[src/rtl/cla_pkg.sv]
package cla_pkg;

  localparam int unsigned DEFAULT_WIDTH = 64;

  // propagate / generate pair describing one group of bits
  typedef struct packed {
    logic prop;
    logic gen;
  } pgPair_t;

endpackage

[src/rtl/cla_leaf_pg.sv]
module cla_leaf_pg
  import cla_pkg::*;
(
  input  logic    aBit,
  input  logic    bBit,
  output pgPair_t leafPg
);

  // a bit passes a carry on if either input is set, creates one if both are
  assign leafPg.prop = aBit | bBit;
  assign leafPg.gen  = aBit & bBit;

endmodule

[src/rtl/cla_group_merge.sv]
module cla_group_merge
  import cla_pkg::*;
(
  input  pgPair_t lowPg,
  input  pgPair_t highPg,
  output pgPair_t groupPg
);

  // upward sweep: fuse two adjacent groups into one twice as wide
  assign groupPg.prop = lowPg.prop & highPg.prop;
  assign groupPg.gen  = highPg.gen | (lowPg.gen & highPg.prop);

endmodule

[src/rtl/cla_carry_split.sv]
module cla_carry_split
  import cla_pkg::*;
(
  input  logic    groupCarry,
  input  pgPair_t lowPg,
  output logic    lowCarry,
  output logic    highCarry
);

  // downward sweep: lower half inherits the carry, upper half sees the
  // carry as it leaves the lower half
  assign lowCarry  = groupCarry;
  assign highCarry = lowPg.gen | (groupCarry & lowPg.prop);

endmodule

[src/rtl/cla64_adder.sv]
module cla64_adder
  import cla_pkg::*;
#(
  parameter int unsigned WIDTH = DEFAULT_WIDTH
)(
  input  logic [WIDTH-1:0] opA,
  input  logic [WIDTH-1:0] opB,
  input  logic             carryIn,
  output logic [WIDTH-1:0] sumOut,
  output logic             carryOut
);

  // Heap-numbered tree: node 1 is the whole word, node n has children
  // 2n (lower bits) and 2n+1 (upper bits), node WIDTH+i is bit i.
  // WIDTH must be a power of two.
  localparam int unsigned NODES = 2 * WIDTH;

  logic [NODES-1:1] nodeProp;
  logic [NODES-1:1] nodeGen;
  logic [NODES-1:1] nodeCarry;

  // single-bit terms
  for (genvar i = 0; i < WIDTH; i++) begin : g_leaf
    pgPair_t leafPg;
    cla_leaf_pg u_leaf (
      .aBit   (opA[i]),
      .bBit   (opB[i]),
      .leafPg (leafPg)
    );
    assign nodeProp[WIDTH+i] = leafPg.prop;
    assign nodeGen[WIDTH+i]  = leafPg.gen;
  end

  // group terms and carry distribution for every internal node
  for (genvar n = 1; n < WIDTH; n++) begin : g_node
    pgPair_t lowPg;
    pgPair_t highPg;
    pgPair_t mergedPg;

    assign lowPg  = '{prop: nodeProp[2*n],   gen: nodeGen[2*n]};
    assign highPg = '{prop: nodeProp[2*n+1], gen: nodeGen[2*n+1]};

    cla_group_merge u_merge (
      .lowPg   (lowPg),
      .highPg  (highPg),
      .groupPg (mergedPg)
    );
    assign nodeProp[n] = mergedPg.prop;
    assign nodeGen[n]  = mergedPg.gen;

    cla_carry_split u_split (
      .groupCarry (nodeCarry[n]),
      .lowPg      (lowPg),
      .lowCarry   (nodeCarry[2*n]),
      .highCarry  (nodeCarry[2*n+1])
    );
  end

  // carry into the whole word
  assign nodeCarry[1] = carryIn;

  // per-bit sum from the leaf carries
  assign sumOut   = opA ^ opB ^ nodeCarry[NODES-1:WIDTH];

  // carry leaving the full-width group
  assign carryOut = nodeGen[1] | (carryIn & nodeProp[1]);

endmodule

[config.mk]
export PLATFORM = sky130hd
export DESIGN_NAME = cla64_adder
export DESIGN_NICKNAME = d
export VERILOG_FILES = /design/src/rtl/cla_pkg.sv /design/src/rtl/cla_leaf_pg.sv /design/src/rtl/cla_group_merge.sv /design/src/rtl/cla_carry_split.sv /design/src/rtl/cla64_adder.sv
export SDC_FILE = /design/constraint.sdc
export NUM_CORES = 1
export LEC_CHECK = 0
export ABC_AREA = 1
export BUFFER_PORTS_ARGS = -buffer_cell sky130_fd_sc_hd__buf_2
export CAP_MARGIN = 20
export CORE_ASPECT_RATIO = 0.75
export CORE_MARGIN = 4
export CORE_UTILIZATION = 33
export DETAILED_ROUTE_END_ITERATION = 10
export GPL_TIMING_DRIVEN = 1
export MAX_ROUTING_LAYER = met4
export PLACE_DENSITY = 0.58
export SETUP_SLACK_MARGIN = 0.5
export SLEW_MARGIN = 20
export SYNTH_ARGS = -nofsm -noshare
export SYNTH_HDL_FRONTEND = slang
export SYNTH_SLANG_ARGS = --single-unit
[constraint.sdc]
create_clock -name vclk -period 3
set_input_delay 0.45 -clock vclk [all_inputs]
set_output_delay 0.45 -clock vclk [all_outputs]
set_load 0.02 [all_outputs]
Yosys cells after proc, flatten, opt, wreduce, memory -nomap -nowiden --
Cells that the tools add are included. Widths: inputs -> output; s select.
Operators by class: bitwise logic cells 447
Operators with widths (count):
- $and 1x1->1 | 254
- $or 1x1->1 | 191
- $xor 64x64->64 | 2
Storage, ports and cells: bits in registers 0, input port bits 129, output and inout bits 65, logic and storage cells 447

Logic depth before layout (Yosys ltp) --
depth after elaboration 23, depth in mapped cells 22, gate-level depth less buffers 22

Cells and area by module --
A second synthesis with hierarchy kept.
Second synthesis, totals: cells, all modules 1464, area, all modules 5815.6 µm²
By module, submodules not included:
- cla64_adder | times used 1, cells each 577, area each 2249.7 µm²
- cla_leaf_pg | times used 64, cells each 5, area each 18.8 µm²
- cla_carry_split | times used 63, cells each 4, area each 18.8 µm²
- cla_group_merge | times used 63, cells each 5, area each 18.8 µm²

Worst setup path after synthesis --
Ideal clock, no wire load.
path type input to output, start input opA[23], end output sumOut[63], arrival time 2516 ps, required time 2550 ps, path slack 34 ps, stages on the path 20, path buffers 0, cell sequence inv_1 -> ha_1 -> nor2_2 -> inv_2 -> nor2_4 -> nand2_2 -> nor2_2 -> nand2_1 -> nand2_1 -> nor2_2 -> nand2_2 -> nand2_2 -> nand2_2 -> nand2_2 -> nand2_2 -> nand2_2 -> nand2_2 -> a21oi_1 -> fa_1 -> xnor2_1
Between the ends: longest elaborated chain between the ends 20, elaborated cells between the ends (all ways) 30, classes of those cells 30 x bitwise
RTL lines:
- start: declaration | RTL line cla64_adder.sv:6 | input logic [WIDTH-1:0] opA,
- $or 1x1->1 | RTL line cla_leaf_pg.sv:10 | assign leafPg.prop = aBit | bBit;
- $and 1x1->1, on equally long branches | RTL line cla_group_merge.sv:11, cla_group_merge.sv:10
- $or 1x1->1, or another cell as far along | RTL line cla_group_merge.sv:11 | assign groupPg.gen = highPg.gen | (lowPg.gen & highPg.prop);
- $or 1x1->1 or $and 1x1->1 (tied branches) | RTL line cla_group_merge.sv:11
- $or 1x1->1 | RTL line cla_group_merge.sv:11
- $and 1x1->1 | RTL line cla_group_merge.sv:11
- $or 1x1->1 (2 in a row) | RTL line cla_group_merge.sv:11
- $or 1x1->1 (*) | RTL line cla_carry_split.sv:13 | assign highCarry = lowPg.gen | (groupCarry & lowPg.prop);
- [3 not listed]
- $or 1x1->1 (*) | RTL line cla_carry_split.sv:13
- $and 1x1->1 (*) | RTL line cla_carry_split.sv:13
- $or 1x1->1 (*) | RTL line cla_carry_split.sv:13
- $and 1x1->1 (*) | RTL line cla_carry_split.sv:13
- $or 1x1->1 (*) | RTL line cla_carry_split.sv:13
- $and 1x1->1 (*) | RTL line cla_carry_split.sv:13
- $or 1x1->1 (*) | RTL line cla_carry_split.sv:13
- $xor 64x64->64 (*) | RTL line cla64_adder.sv:63 | assign sumOut = opA ^ opB ^ nodeCarry[NODES-1:WIDTH];
- end: declaration | RTL line cla64_adder.sv:9 | output logic [WIDTH-1:0] sumOut,
Mark *: on every way between the ends. The rest lies on a longest branch, timed or not.

Worst setup path in the final report --
start input opB[14], end output sumOut[55]
Between the ends: longest elaborated chain between the ends 18, elaborated cells between the ends (all ways) 28, classes of those cells 28 x bitwise
RTL lines:
- start: declaration | RTL line cla64_adder.sv:7 | input logic [WIDTH-1:0] opB,
- $and 1x1->1 or $or 1x1->1 (tied branches) | RTL line cla_leaf_pg.sv:11, cla_leaf_pg.sv:10
- $and 1x1->1, on equally long branches | RTL line cla_group_merge.sv:11, cla_group_merge.sv:10
- $or 1x1->1, or another cell as far along (2 in a row) | RTL line cla_group_merge.sv:11
- $or 1x1->1 or $and 1x1->1 (tied branches) | RTL line cla_group_merge.sv:11
- $or 1x1->1 | RTL line cla_group_merge.sv:11
- $and 1x1->1 | RTL line cla_group_merge.sv:11
- $or 1x1->1 | RTL line cla_group_merge.sv:11
- $or 1x1->1 (*) | RTL line cla_carry_split.sv:13
- $and 1x1->1 (*) | RTL line cla_carry_split.sv:13
- $or 1x1->1 (*) | RTL line cla_carry_split.sv:13
- $and 1x1->1 (*) | RTL line cla_carry_split.sv:13
- $or 1x1->1 (*) | RTL line cla_carry_split.sv:13
- $and 1x1->1 (*) | RTL line cla_carry_split.sv:13
- $or 1x1->1 (*) | RTL line cla_carry_split.sv:13
- $and 1x1->1 (*) | RTL line cla_carry_split.sv:13
- $or 1x1->1 (*) | RTL line cla_carry_split.sv:13
- $xor 64x64->64 (*) | RTL line cla64_adder.sv:63
Marked as above.

==> flow_metrics.tcl <==
set metrics [dict create \
    max_cap_viol_count 0 \
    routed_via_density 4.21 \
    worst-path-max-fanout 3 \
    dieHeight_microns 106 \
    drt-initial-drc-count 62 \
    setup-violations-final 21 \
    postLayoutCellArea_sq_um 8100 \
    synth_largest_area_cell "ha_1" \
    floorplan.die.width_microns 138 \
    holdBufCountCts 0 \
    avgRoutedWirePerCell_microns 12.2 \
    first_pass_grt_wire_length_mm 20.6 \
    power_mw 1.93 \
    gp_congestion 0.883 \
    globalRouteMet3Util_pct 1.32 \
    antenna_cell_count 0 \
    timing.final.crit_period_ns 3.10 \
    drt-total-wl_mm 12.5 \
    dp.final_hpwl_mm 11.0 \
    antenna_left 0 \
    worstHoldStart "opA[8]" \
    synth_cell_type_count 32 \
    maxClockFrequency_mhz 322 \
    met1_usage_pct 20.7 \
    switching_share_pct 49.2 \
    placedInstanceArea_sq_um 6780 \
    grt_max_degree 4 \
    cp-start-kind "input pin" \
    power_switching_mw 0.948 \
    rows 35 \
    crit_path_end_kind "output pin" \
    final_min_period_over_clock_period_pct 103 \
    worst-endpoint-required_ns 2.55 \
    drtPass1Iterations 6 \
    timing_worst_slew_pin_value_ns 0.460 \
    start_util_pct 34.0 \
    number_of_standard_cells_after_synthesis 572 \
    power_frac_clock_pct 0 \
    synth.area.top_cells "ha_1 38%, inv_1 17%, fa_1 15%" \
    final_layout_size_suffix_gt1_share_pct 66.7 \
    layout.area.seq_sq_um 0 \
    core_sq_um 12400 \
    power_density_nw_per_um2 238 \
    hold_ws_ns 1.27 \
    finalCoreUtilization_pct 65.3 \
    design.die.area_sq_um 14600 \
    report.final.slew_viol_count 0 \
    cellInternalPower_mw 0.979 \
    vias 4318 \
    worst_ep_arrival_time_ns 2.65 \
    instances_no_fill 1026 \
    number_of_warnings_issued_by_yosys 0 \
    hold_path_class "input pin to output pin" \
    irDropWorstVdd_v 0.000157 \
    static-leakage-power_nw 4.25 \
    port_buffers 194 \
    grt_remaining_overflow 0 \
    setup.worst_path.class "input pin to output pin" \
    synthDominantCellAreaShare_pct 38.0 \
    vias_in_the_first_global_route 4611 \
    gr-max-usage-layer "met2" \
    nClkBuffers 0 \
    use_met2_pct 31.1 \
    post-route-worst-setup-slack_ns -0.104 \
    beginning_of_the_critical_path "opB[14]" \
    pre_cts_slack_ns -0.251 \
    seq_area_frac_synth_pct 0 \
    dp_cells 992 \
    antenna_found_initial 0 \
    flops_and_latches 0 \
    io-pin-count 194 \
    global_route.usage.total_pct 16.7 \
    area_added_between_synthesis_and_finish_pct 92.3 \
    drt_drc_violations_left 0 \
    mappedNetlistArea_sq_um 4210 \
    fin_setup_tns_ns -1.01 \
    seq_power_share_pct 0 \
    nets 1151 \
    pwr-share-comb_pct 100.0 \
    slew-limit-headroom_pct 69.0 \
    syn_area_per_cell_sq_um 7.36 \
    unrepaired_setup_endpoints_after_global_routing "true" \
    syn_nets 861 \
    final_hold_viol_count 0 \
    status "complete, but fails checks" \
    violations "negative setup slack" \
]
synth_stat cells, types with 2 or more instances:
master / n
a21o_1: 3
a21oi_1: 22
a31o_2: 2
and2_1: 2
and2_2: 2
and2_4: 2
fa_1: 32
ha_1: 128
inv_1: 189
inv_2: 2
nand2_1: 67
nand2_2: 11
nand3_1: 13
nand3_2: 2
nor2_1: 29
nor2_2: 10
nor2_4: 2
nor4_1: 5
o21bai_1: 6
xnor2_1: 6
xor2_1: 26
path summary, 6_finish.rpt:
path | to | slack, ns | cells after the start
min | sumOut[8] | 1.27 | 3
max | sumOut[55] | -0.10 | 19
worst max-delay path, stage by stage:
cell and delay (ns):
buf_2 0.12, inv_2 0.04, ha_2 0.18, nor2_4 0.04
buf_4 0.12, nand2_1 0.06, nand2_1 0.08, a21oi_4 0.13
nand2_2 0.10, nand2_2 0.08, nand2_4 0.07, nand2_4 0.08
nand2_4 0.06, a21o_4 0.21, nand2_2 0.05, nand2_2 0.06
fa_2 0.41, xor2_4 0.17, buf_6 0.13
layout by cell type (no fill, tap or decap), drive strengths merged:
cell,instances
o21ai,1
nand4,1
o211ai,1
a31o,2
xor2,26
buf,288
xnor2,6
o31ai,1
fa,32
nor3,1
nand2,79
or2,1
o21bai,6
a21oi,23
and2,6
ha,128
a21o,4
o311ai,1
nor4,6
inv,191
nand3,15
nor2,41
power groups by stage:
stage	logic, mW	registers, mW	clock network, mW
floorplan	1.00	0	0
global placement	1.46	0	0
detailed placement	1.49	0	0
CTS	1.77	0	0
global route	2.08	0	0
finish	1.93	0	0
kinds of logic after synthesis:
logic type	Yosys count	share of synthesized area [%]
xor gates and xnor gates	32	6.66
adders and majority gates	160	53.3
and+or+nand+nor	150	17.0
buffers and inverters	191	17.0
AOI/OAI and AO/OA	39	6.01
what timing repair did:
action                                 CTS  global route
pin swaps                               52            64
endpoints found under the hold margin    0             0
resized for setup                      175           137
setup endpoints to repair               60            61
setup buffers                           25             9
layer usage:
metal	routed length (microns)	vias to the layer above
li1	-	2203
met1	5210	2010
met2	6680	97
met3	509	8
met4	110	0
met5	0	-
area by class of cell:
cell class,count,area [sq um]
Tap cell,166,208
Fill cell,1019,4300
Timing Repair Buffer,288,2310
Inverter,191,817
Multi-Input combinational cell,381,4760
No activity file was read; power rests on OpenSTA's default activity.
